$ cat config.mk
export PLATFORM = sky130hd
export DESIGN_NAME = i2c_cmd_encoder
export DESIGN_NICKNAME = d
export VERILOG_FILES = /design/src/rtl/i2cenc_pkg.sv /design/src/rtl/i2cenc_seq.sv /design/src/rtl/i2cenc_pack.sv /design/src/rtl/i2c_cmd_encoder.sv
export SDC_FILE = /design/constraint.sdc
export NUM_CORES = 1
export LEC_CHECK = 0
export ABC_AREA = 1
export CAP_MARGIN = 0
export CORE_AREA = 2 2 124 126
export DETAILED_ROUTE_END_ITERATION = 6
export DIE_AREA = 0 0 126 128
export DONT_BUFFER_PORTS = 1
export SYNTH_ARGS = -nofsm -noshare
export SYNTH_HDL_FRONTEND = slang
export SYNTH_SLANG_ARGS = --single-unit
$ cat constraint.sdc
create_clock -name clk -period 3.2 [get_ports clk]
set_input_delay 0.16 -clock clk [delete_from_list [all_inputs] [get_ports clk]]
set_output_delay 0.16 -clock clk [all_outputs]
set_load 0.01 [all_outputs]
$ cat src/rtl/i2cenc_pkg.sv
package i2cenc_pkg;

  typedef enum logic [3:0] {
    LC_END    = 4'h0,
    LC_SCL_LO = 4'h2,
    LC_SCL_HI = 4'h3,
    LC_SDA_LO = 4'h4,
    LC_SDA_HI = 4'h5,
    LC_SEND0  = 4'h8,
    LC_SEND1  = 4'hC,
    LC_SAMPLE = 4'hD,
    LC_CHKACK = 4'hE
  } lcmd_t;

  typedef enum logic [3:0] {
    ST_IDLE, ST_SCAN, ST_START, ST_ABYTE, ST_WBYTE, ST_RBYTE,
    ST_STOP, ST_END, ST_PAD, ST_FLUSH, ST_DONE
  } enc_st_t;

endpackage

$ cat src/rtl/i2cenc_seq.sv
module i2cenc_seq
  import i2cenc_pkg::*;
#(
  parameter int MSG_W = 4,
  parameter int LEN_W = 8
) (
  input  logic             clk,
  input  logic             rst_n,
  input  logic             start,
  input  logic [MSG_W:0]   msg_num,
  input  logic [6:0]       msg_addr,
  input  logic             msg_rd,
  input  logic             msg_rxlen,
  input  logic [LEN_W-1:0] msg_len,
  input  logic [7:0]       pay_byte,
  output logic [MSG_W-1:0] msg_idx,
  output logic [LEN_W-1:0] pay_idx,
  output logic             cmd_vld,
  output lcmd_t            cmd_nib,
  output logic             clr,
  output logic             busy,
  output logic             done,
  output logic             err
);

  typedef struct packed {
    enc_st_t          st;
    logic [MSG_W-1:0] idx;
    logic [MSG_W:0]   num;
    logic [3:0]       bitc;
    logic [LEN_W-1:0] bytei;
    logic [1:0]       sub;
    logic             par;
    logic             err;
  } seq_s;

  seq_s q, d;
  logic last_msg, last_byte, go_next;
  logic [7:0] sh_a, sh_w;

  assign last_msg  = ({1'b0, q.idx} + 1'b1) == q.num;
  assign last_byte = (q.bytei + 1'b1) == msg_len;
  assign sh_a      = {msg_addr, msg_rd} << q.bitc;
  assign sh_w      = pay_byte << q.bitc;

  assign msg_idx = q.idx;
  assign pay_idx = q.bytei;
  assign done    = (q.st == ST_DONE);
  assign busy    = (q.st != ST_IDLE) && (q.st != ST_DONE);
  assign err     = q.err;
  assign clr     = start && !busy;

  always_comb begin
    d       = q;
    cmd_vld = 1'b0;
    cmd_nib = LC_END;
    go_next = 1'b0;
    case (q.st)
      ST_IDLE, ST_DONE: begin
        if (start) begin
          d.idx = '0;
          d.num = msg_num;
          d.err = 1'b0;
          d.par = 1'b0;
          d.st  = (msg_num == '0) ? ST_DONE : ST_SCAN;
        end
      end
      ST_SCAN: begin
        if (msg_rxlen) begin
          d.err = 1'b1;
          d.st  = ST_DONE;
        end else if (last_msg) begin
          d.idx = '0;
          d.sub = '0;
          d.st  = ST_START;
        end else begin
          d.idx = q.idx + 1'b1;
        end
      end
      ST_START: begin
        cmd_vld = 1'b1;
        case (q.sub)
          2'd0:    cmd_nib = LC_SDA_HI;
          2'd1:    cmd_nib = LC_SCL_HI;
          2'd2:    cmd_nib = LC_SDA_LO;
          default: cmd_nib = LC_SCL_LO;
        endcase
        d.sub  = q.sub + 1'b1;
        d.bitc = '0;
        if (q.sub == 2'd3) d.st = ST_ABYTE;
      end
      ST_ABYTE: begin
        cmd_vld = 1'b1;
        if (q.bitc == 4'd8) begin
          cmd_nib = LC_CHKACK;
          d.bitc  = '0;
          d.bytei = '0;
          if (msg_len == '0) go_next = 1'b1;
          else               d.st = msg_rd ? ST_RBYTE : ST_WBYTE;
        end else begin
          cmd_nib = sh_a[7] ? LC_SEND1 : LC_SEND0;
          d.bitc  = q.bitc + 1'b1;
        end
      end
      ST_WBYTE, ST_RBYTE: begin
        cmd_vld = 1'b1;
        if (q.bitc == 4'd8) begin
          if (q.st == ST_WBYTE) cmd_nib = LC_CHKACK;
          else                  cmd_nib = last_byte ? LC_SEND1 : LC_SEND0;
          d.bitc  = '0;
          d.bytei = q.bytei + 1'b1;
          if (last_byte) go_next = 1'b1;
        end else begin
          if (q.st == ST_WBYTE) cmd_nib = sh_w[7] ? LC_SEND1 : LC_SEND0;
          else                  cmd_nib = LC_SAMPLE;
          d.bitc = q.bitc + 1'b1;
        end
      end
      ST_STOP: begin
        cmd_vld = 1'b1;
        case (q.sub)
          2'd0:    cmd_nib = LC_SDA_LO;
          2'd1:    cmd_nib = LC_SCL_HI;
          default: cmd_nib = LC_SDA_HI;
        endcase
        d.sub = q.sub + 1'b1;
        if (q.sub == 2'd2) d.st = ST_END;
      end
      ST_END: begin
        cmd_vld = 1'b1;
        d.st    = q.par ? ST_FLUSH : ST_PAD;
      end
      ST_PAD: begin
        cmd_vld = 1'b1;
        d.st    = ST_FLUSH;
      end
      ST_FLUSH: d.st = ST_DONE;
      default:  d.st = ST_IDLE;
    endcase
    if (go_next) begin
      d.sub = '0;
      if (last_msg) begin
        d.st = ST_STOP;
      end else begin
        d.idx = q.idx + 1'b1;
        d.st  = ST_START;
      end
    end
    if (cmd_vld) d.par = ~q.par;
  end

  always_ff @(posedge clk or negedge rst_n) begin
    if (!rst_n) q <= '0;
    else        q <= d;
  end

endmodule

$ cat src/rtl/i2cenc_pack.sv
module i2cenc_pack
  import i2cenc_pkg::*;
#(
  parameter int ADDR_W = 10
) (
  input  logic              clk,
  input  logic              rst_n,
  input  logic              clr,
  input  logic              cmd_vld,
  input  lcmd_t             cmd_nib,
  output logic              mem_we,
  output logic [ADDR_W-1:0] mem_addr,
  output logic [7:0]        mem_wdata,
  output logic [ADDR_W:0]   cmd_count
);

  logic              half_q, half_d;
  logic [3:0]        low_q, low_d;
  logic [ADDR_W-1:0] ptr_q, ptr_d, addr_q, addr_d;
  logic [ADDR_W:0]   cnt_q, cnt_d;
  logic              we_q, we_d;
  logic [7:0]        dat_q, dat_d;

  always_comb begin
    half_d = half_q;
    low_d  = low_q;
    ptr_d  = ptr_q;
    addr_d = addr_q;
    cnt_d  = cnt_q;
    dat_d  = dat_q;
    we_d   = 1'b0;
    if (clr) begin
      half_d = 1'b0;
      ptr_d  = '0;
      cnt_d  = '0;
    end else if (cmd_vld) begin
      cnt_d = cnt_q + 1'b1;
      if (!half_q) begin
        low_d  = cmd_nib;
        half_d = 1'b1;
      end else begin
        we_d   = 1'b1;
        dat_d  = {cmd_nib, low_q};
        addr_d = ptr_q;
        ptr_d  = ptr_q + 1'b1;
        half_d = 1'b0;
      end
    end
  end

  always_ff @(posedge clk or negedge rst_n) begin
    if (!rst_n) begin
      half_q <= 1'b0;
      low_q  <= '0;
      ptr_q  <= '0;
      addr_q <= '0;
      cnt_q  <= '0;
      we_q   <= 1'b0;
      dat_q  <= '0;
    end else begin
      half_q <= half_d;
      low_q  <= low_d;
      ptr_q  <= ptr_d;
      addr_q <= addr_d;
      cnt_q  <= cnt_d;
      we_q   <= we_d;
      dat_q  <= dat_d;
    end
  end

  assign mem_we    = we_q;
  assign mem_addr  = addr_q;
  assign mem_wdata = dat_q;
  assign cmd_count = cnt_q;

endmodule

$ cat src/rtl/i2c_cmd_encoder.sv
module i2c_cmd_encoder
  import i2cenc_pkg::*;
#(
  parameter int MSG_W  = 4,
  parameter int LEN_W  = 8,
  parameter int ADDR_W = 10
) (
  input  logic              clk,
  input  logic              rst_n,
  input  logic              start,
  input  logic [MSG_W:0]    msg_num,
  output logic [MSG_W-1:0]  msg_idx,
  input  logic [6:0]        msg_addr,
  input  logic              msg_rd,
  input  logic              msg_rxlen,
  input  logic [LEN_W-1:0]  msg_len,
  output logic [LEN_W-1:0]  pay_idx,
  input  logic [7:0]        pay_byte,
  output logic              mem_we,
  output logic [ADDR_W-1:0] mem_addr,
  output logic [7:0]        mem_wdata,
  output logic [ADDR_W:0]   cmd_count,
  output logic              busy,
  output logic              done,
  output logic              err
);

  logic  rst_m, rst_s;
  logic  clr, cmd_vld;
  lcmd_t cmd_nib;

  always_ff @(posedge clk or negedge rst_n) begin
    if (!rst_n) begin
      rst_m <= 1'b0;
      rst_s <= 1'b0;
    end else begin
      rst_m <= 1'b1;
      rst_s <= rst_m;
    end
  end

  i2cenc_seq #(.MSG_W(MSG_W), .LEN_W(LEN_W)) seq_i (
    .clk(clk), .rst_n(rst_s), .start(start), .msg_num(msg_num),
    .msg_addr(msg_addr), .msg_rd(msg_rd), .msg_rxlen(msg_rxlen),
    .msg_len(msg_len), .pay_byte(pay_byte), .msg_idx(msg_idx),
    .pay_idx(pay_idx), .cmd_vld(cmd_vld), .cmd_nib(cmd_nib), .clr(clr),
    .busy(busy), .done(done), .err(err)
  );

  i2cenc_pack #(.ADDR_W(ADDR_W)) pack_i (
    .clk(clk), .rst_n(rst_s), .clr(clr), .cmd_vld(cmd_vld),
    .cmd_nib(cmd_nib), .mem_we(mem_we), .mem_addr(mem_addr),
    .mem_wdata(mem_wdata), .cmd_count(cmd_count)
  );

endmodule

Word-level counts from Yosys, hierarchy flattened
Cells that the tools add are included.
{"block": "op_classes", "addsub": 7, "n_eq_ne": 30, "shifts": 2, "n_mux": 58, "bitwise_logic": 3, "n_reduce_logical": 30}
{"op": "$mux W4", "count": 15}
{"op": "$pmux W4 S9", "count": 1}
{"op": "$mux W10", "count": 3}
{"op": "$mux W8", "count": 3}
{"op": "$mux W11", "count": 2}
{"op": "$eq A4 B3 Y1 const B", "count": 4}
{"op": "$eq A4 B4 Y1 const B", "count": 4}
{"op": "$mux W1", "count": 16}
{"op": "$pmux W4 S2", "count": 2}
{"op": "$pmux W4 S4", "count": 1}
{"op": "$pmux W8 S2", "count": 1}
{"op": "$shl A8 B4 Y8", "count": 2}
{"op": "$reduce_and A3 Y1", "count": 5}
{"op": "$reduce_bool A2 Y1", "count": 7}
{"op": "$mux W13", "count": 1}
{"op": "$mux W3", "count": 4}
{"op": "$ne A3 B1 Y1 const B", "count": 4}
{"op": "$add A11 B1 Y11 const B", "count": 1}
{"op": "$add A10 B1 Y10 const B", "count": 1}
{"op": "$ne A3 B2 Y1 const B", "count": 3}
{"op": "$pmux W3 S3", "count": 1}
{"op": "$add A4 B1 Y4 const B", "count": 2}
{"op": "$add A8 B1 Y8 const B", "count": 1}
{"op": "$eq A4 B2 Y1 const B", "count": 2}
{"op": "29 further kinds", "count": 44}
{"block": "totals", "reg_bits": 76, "input_bits": 33, "out_inout_bits": 45, "elab_cells": 147}

Logic depth before layout (Yosys ltp)
{"block": "logic_depth", "depth_word": 7, "depth_mapped": 17, "mapped_depth_nobuf": 17}

By module
Synthesis repeated with hierarchy kept, for this count alone.
{"block": "unflattened", "cells_unflattened": 601, "hier_area_um2": 4493.1}
{"module": "i2cenc_seq", "n_inst": 1, "cells_each": 356, "area_each_um2": 2372.3, "seq_area_each_um2": 725.7}
{"module": "i2cenc_pack", "n_inst": 1, "cells_each": 242, "area_each_um2": 2067.0, "seq_area_each_um2": 1126.1}
{"module": "i2c_cmd_encoder", "n_inst": 1, "cells_each": 3, "area_each_um2": 53.8, "seq_area_each_um2": 50.0}

Least setup slack after synthesis
Ideal clock, no wire load.
{"block": "synth_timing", "path_kind": "reg2reg", "start": "register seq_i.q (netlist bit seq_i.pay_idx[1])", "end": "register seq_i.q (netlist bit seq_i.msg_idx[2])", "setup_ps": 117, "arrival_time_ps": 1706, "t_required_ps": 3083, "path_slack_ps": 1377, "stages_incl_launch_ff": 17, "n_path_buf": 0, "synth_period_minus_slack_ps": 1823, "path_cell_list": "dfrtp_1 > ha_1 > nand2_1 > nor2_1 > nand2_1 > nand2_1 > nand3_1 > nand3_1 > nor2_1 > nand2_1 > nand2_1 > nand2_2 > clkinv_2 > nand2_4 > nand2_2 > nand2_1 > nand2_1"}
{"item": "from (decl)", "line": "i2cenc_seq.sv:37", "rtl": "seq_s q, d;"}
{"item": "from (signal assigned)", "line": "i2cenc_seq.sv:153", "rtl": "if (!rst_n) q <= '0;"}
{"item": "from (signal assigned)", "line": "i2cenc_seq.sv:154", "rtl": "else q <= d;"}

Worst setup path in the final report
{"block": "layout_timing", "start": "register seq_i.q[26] (netlist name)", "end": "register pack_i.ptr_q[3]"}
{"block": "layout_between", "elab_chain_len": 6, "word_cells_on_any_way": 18, "classes_between": "eq/ne (8); mux (2); reduce/logical (8)"}
{"item": "branches (longest 6 deep; another with $reduce_or A7 Y1)"}
{"item": "to (signal assigned)", "line": "i2cenc_pack.sv:63", "rtl": "ptr_q <= ptr_d;"}
{"item": "to (decl)", "line": "i2cenc_pack.sv:19", "rtl": "logic [ADDR_W-1:0] ptr_q, ptr_d, addr_q, addr_d;"}
Several ways; the timed one is not identified.
A chain may end at the register's enable or synchronous reset.

==> results.json <==
{
  "outcome": "finished clean",
  "antenna_found_initial": 0,
  "met2_usage": 0.208,
  "rows": 45,
  "fin_crit_sh": 0.764,
  "syn_area_mm2": 0.00435,
  "synthArstFlopShare": 1.00,
  "fin_skew_ns": 0.00823,
  "worst_pin_slew_ns": 0.615,
  "fp.dieArea_mm2": 0.0161,
  "worstSetupPathType": "reg -> reg",
  "hpwl_um": 7710,
  "yosysWarnings": 0,
  "vdd_drop_max_mv": 0.335,
  "drt-total-wl_um": 10400,
  "drcViolationCount": 0,
  "busiest_layer": "met2",
  "slew_headroom": 0.590,
  "synth_top_cell_by_area": "dfrtp_1",
  "grt_overflow_total": 0,
  "antenna_left": 0,
  "setup_viol": 0,
  "cp_data_required_time_ns": 3.41,
  "first_global_vias": 3480,
  "final-max-slew-violation-count": 0,
  "grt_max_degree": 46,
  "finalHoldViolCount": 0,
  "grtUsageTotal": 0.135,
  "min_path_type": "in -> async",
  "cts_max_level": 3,
  "grt_setup_unrepaired": "no",
  "fin_nets": 615,
  "routedWlPerCell_um": 13.6,
  "holdBufCountCts": 6,
  "clockBufferDepth": 2,
  "core_mm2": 0.0149,
  "yosysMostFrequentCell": "nand2_1",
  "vias_per_cell": 4.69,
  "fill_cells": 1618,
  "cap_violations": 0,
  "synth_ff_type": "dfrtp_1",
  "synth_top_family_by_area": "simple AND/OR/NAND/NOR gates",
  "synth-seq-area-share": 0.437,
  "cp-end-kind": "flip-flop",
  "drtIter0Drc": 251,
  "yosysUniqueCellTypes": 43,
  "clk_transition_reported_paths_ns": 0.06,
  "cts_resized": 0,
  "synth_compound_area_frac": 0.125,
  "drive_gt1_frac": 0.0851,
  "routabilityCongestion": 0.817,
  "cts_tree": "yes",
  "synth_common_cells": "nand2_1, dfrtp_1, inv_1, o21ai_0, nor2_1",
  "synthAdderAreaFrac": 0.0316,
  "cp.arrival_ns": 2.65,
  "cts_buffers": 9,
  "power_mw": 4.47,
  "synth_xor_area_frac": 0.0221,
  "p_leak_nw": 2.37,
  "start_util": 0.293,
  "grt_pass1_wl_um": 17400,
  "grt_util_met3": 0.0413,
  "powerDensity_mw_per_mm2": 922,
  "synth_area_leaders": "dfrtp_1, nand2_1, o21ai_0, inv_1, nand3_1",
  "use_met1": 0.181,
  "netlist.area_leader.share": 0.437,
  "port_buffers": 0,
  "die_h_um": 128,
  "finalCriticalPeriod_ns": 2.45,
  "vias": 3586,
  "clock_latency_ns": 0.34,
  "hold_ws_ns": 0.0441,
  "postCtsSetupBuffers": 0,
  "worst-path-max-fanout": 37,
  "worstSetupStartpointType": "flip-flop",
  "fmax_mhz": 409,
  "area_growth_pct": 11.4,
  "fin_setup_tns_ns": 0,
  "synth_cells": 574,
  "ios": 78,
  "avgSynthCellArea_um2": 7.58,
  "die_w_um": 126,
  "synth-simple-area-share": 0.278,
  "synth_nets": 618,
  "synthMuxAreaShare": 0,
  "cts.sinks": 76,
  "cts-root-buf": "clkbuf_16",
  "synth_edf_count": 0,
  "ys_ff_latch": 76,
  "first_pass_iters": 5,
  "antenna_cells": 0
}
[placed cells by master (no fill, tap or decap), types with 8 or more instances in the layout]
| master | n |
|---|---|
| nor3_1 | 8 |
| o21ai_0 | 51 |
| clkbuf_16 | 9 |
| a21oi_1 | 18 |
| dfrtp_1 | 75 |
| nand2_1 | 146 |
| inv_2 | 8 |
| nand4_1 | 8 |
| nand3_1 | 43 |
| nor2_1 | 47 |
| ha_1 | 11 |
| inv_1 | 68 |
| o22ai_1 | 12 |
[per-layer routing]
layer,part of all wire,wire length [um],vias to the layer above
met3,0.071,740,13
met2,0.45,4630,86
met4,0.013,131,0
li1,-,-,1858
met1,0.47,4870,1629
met5,0,0,-
[final cells by class]
| type | count | area, um2 | share of cell area |
|---|---|---|---|
| clock buffers | 9 | 225 | 0.0465 |
| well taps | 188 | 235 | 0.0485 |
| multi-input cells | 395 | 1990 | 0.411 |
| inverters | 79 | 300 | 0.0619 |
| flip-flops and latches | 76 | 1910 | 0.393 |
| clock inverters | 7 | 97.6 | 0.0201 |
| repair buffers | 10 | 90.1 | 0.0186 |
[worst max-delay path: stages (launching register included)]
cell	delay [ns]
dfrtp_1	0.47
nor2_2	0.24
inv_1	0.10
o21ai_2	0.33
inv_1	0.17
nor2_2	0.10
buf_4	0.19
inv_2	0.23
nand2_1	0.35
o22ai_1	0.12
[path summary, 6_finish.rpt]
check                                                   to               startpoint  slack, ns  cells after the start
max in group asynchronous  pack_i.mem_wdata[2]$_DFFE_PN0P_          rst_s$_DFF_PN0_       2.18                      1
min                                        rst_m$_DFF_PN0_                    rst_n       0.04                      1
min reg2reg                        seq_i.q[18]$_DFFE_PN0P_          rst_s$_DFF_PN0_       0.35                      0
min in group clk                     seq_i.err$_DFFE_PN0P_                msg_rxlen       0.10                      2
max                            pack_i.ptr_q[3]$_DFFE_PN0P_  seq_i.q[26]$_DFFE_PN0P_       0.75                      9
max reg2reg                    pack_i.ptr_q[3]$_DFFE_PN0P_  seq_i.q[26]$_DFFE_PN0P_       0.75                      9
[where the power goes]
group	internal [mW]	switching (mW)	total, mW
combinational	0.553	1.10	1.65
sequential	1.27	0.423	1.69
clock	0.687	0.436	1.12
[metrics by stage]
stage / std cells / cell area (um2) / worst slack, ns / util
finish: 764 / 4850 / 0.754 / 0.326
global route: 764 / 4850 / 0.436 / 0.326
CTS: 764 / 4850 / 0.716 / 0.326
detailed placement: 742 / 4470 / 0.729 / 0.300
global placement: 742 / 4470 / 0.740 / 0.300
floorplan: 574 / 4350 / 0.927 / -
[flip-flops by register name (all words and copies together), names as in the netlist]
register          flops
pack_i.mem_we         1
seq_i.err             1
pack_i.ptr_q         10
rst_s                 1
pack_i.mem_addr      10
seq_i.q              16
pack_i.mem_wdata      8
pack_i.cmd_count     11
rst_m                 1
pack_i.low_q          4
seq_i.pay_idx         8
pack_i.half_q         1
seq_i.msg_idx         4
[kinds of logic (layout without fill, tap and decap cells)]
logic type | after synthesis | in the layout
AOI/OAI and AO/OA | 98 | 98
xor gates and xnor gates | 11 | 11
adders and majority gates | 11 | 11
buffers and inverters | 103 | 105
DFF | 76 | 76
other | 1 | 1
and+or+nand+nor | 274 | 274
No activity file was read; power rests on OpenSTA's default activity.
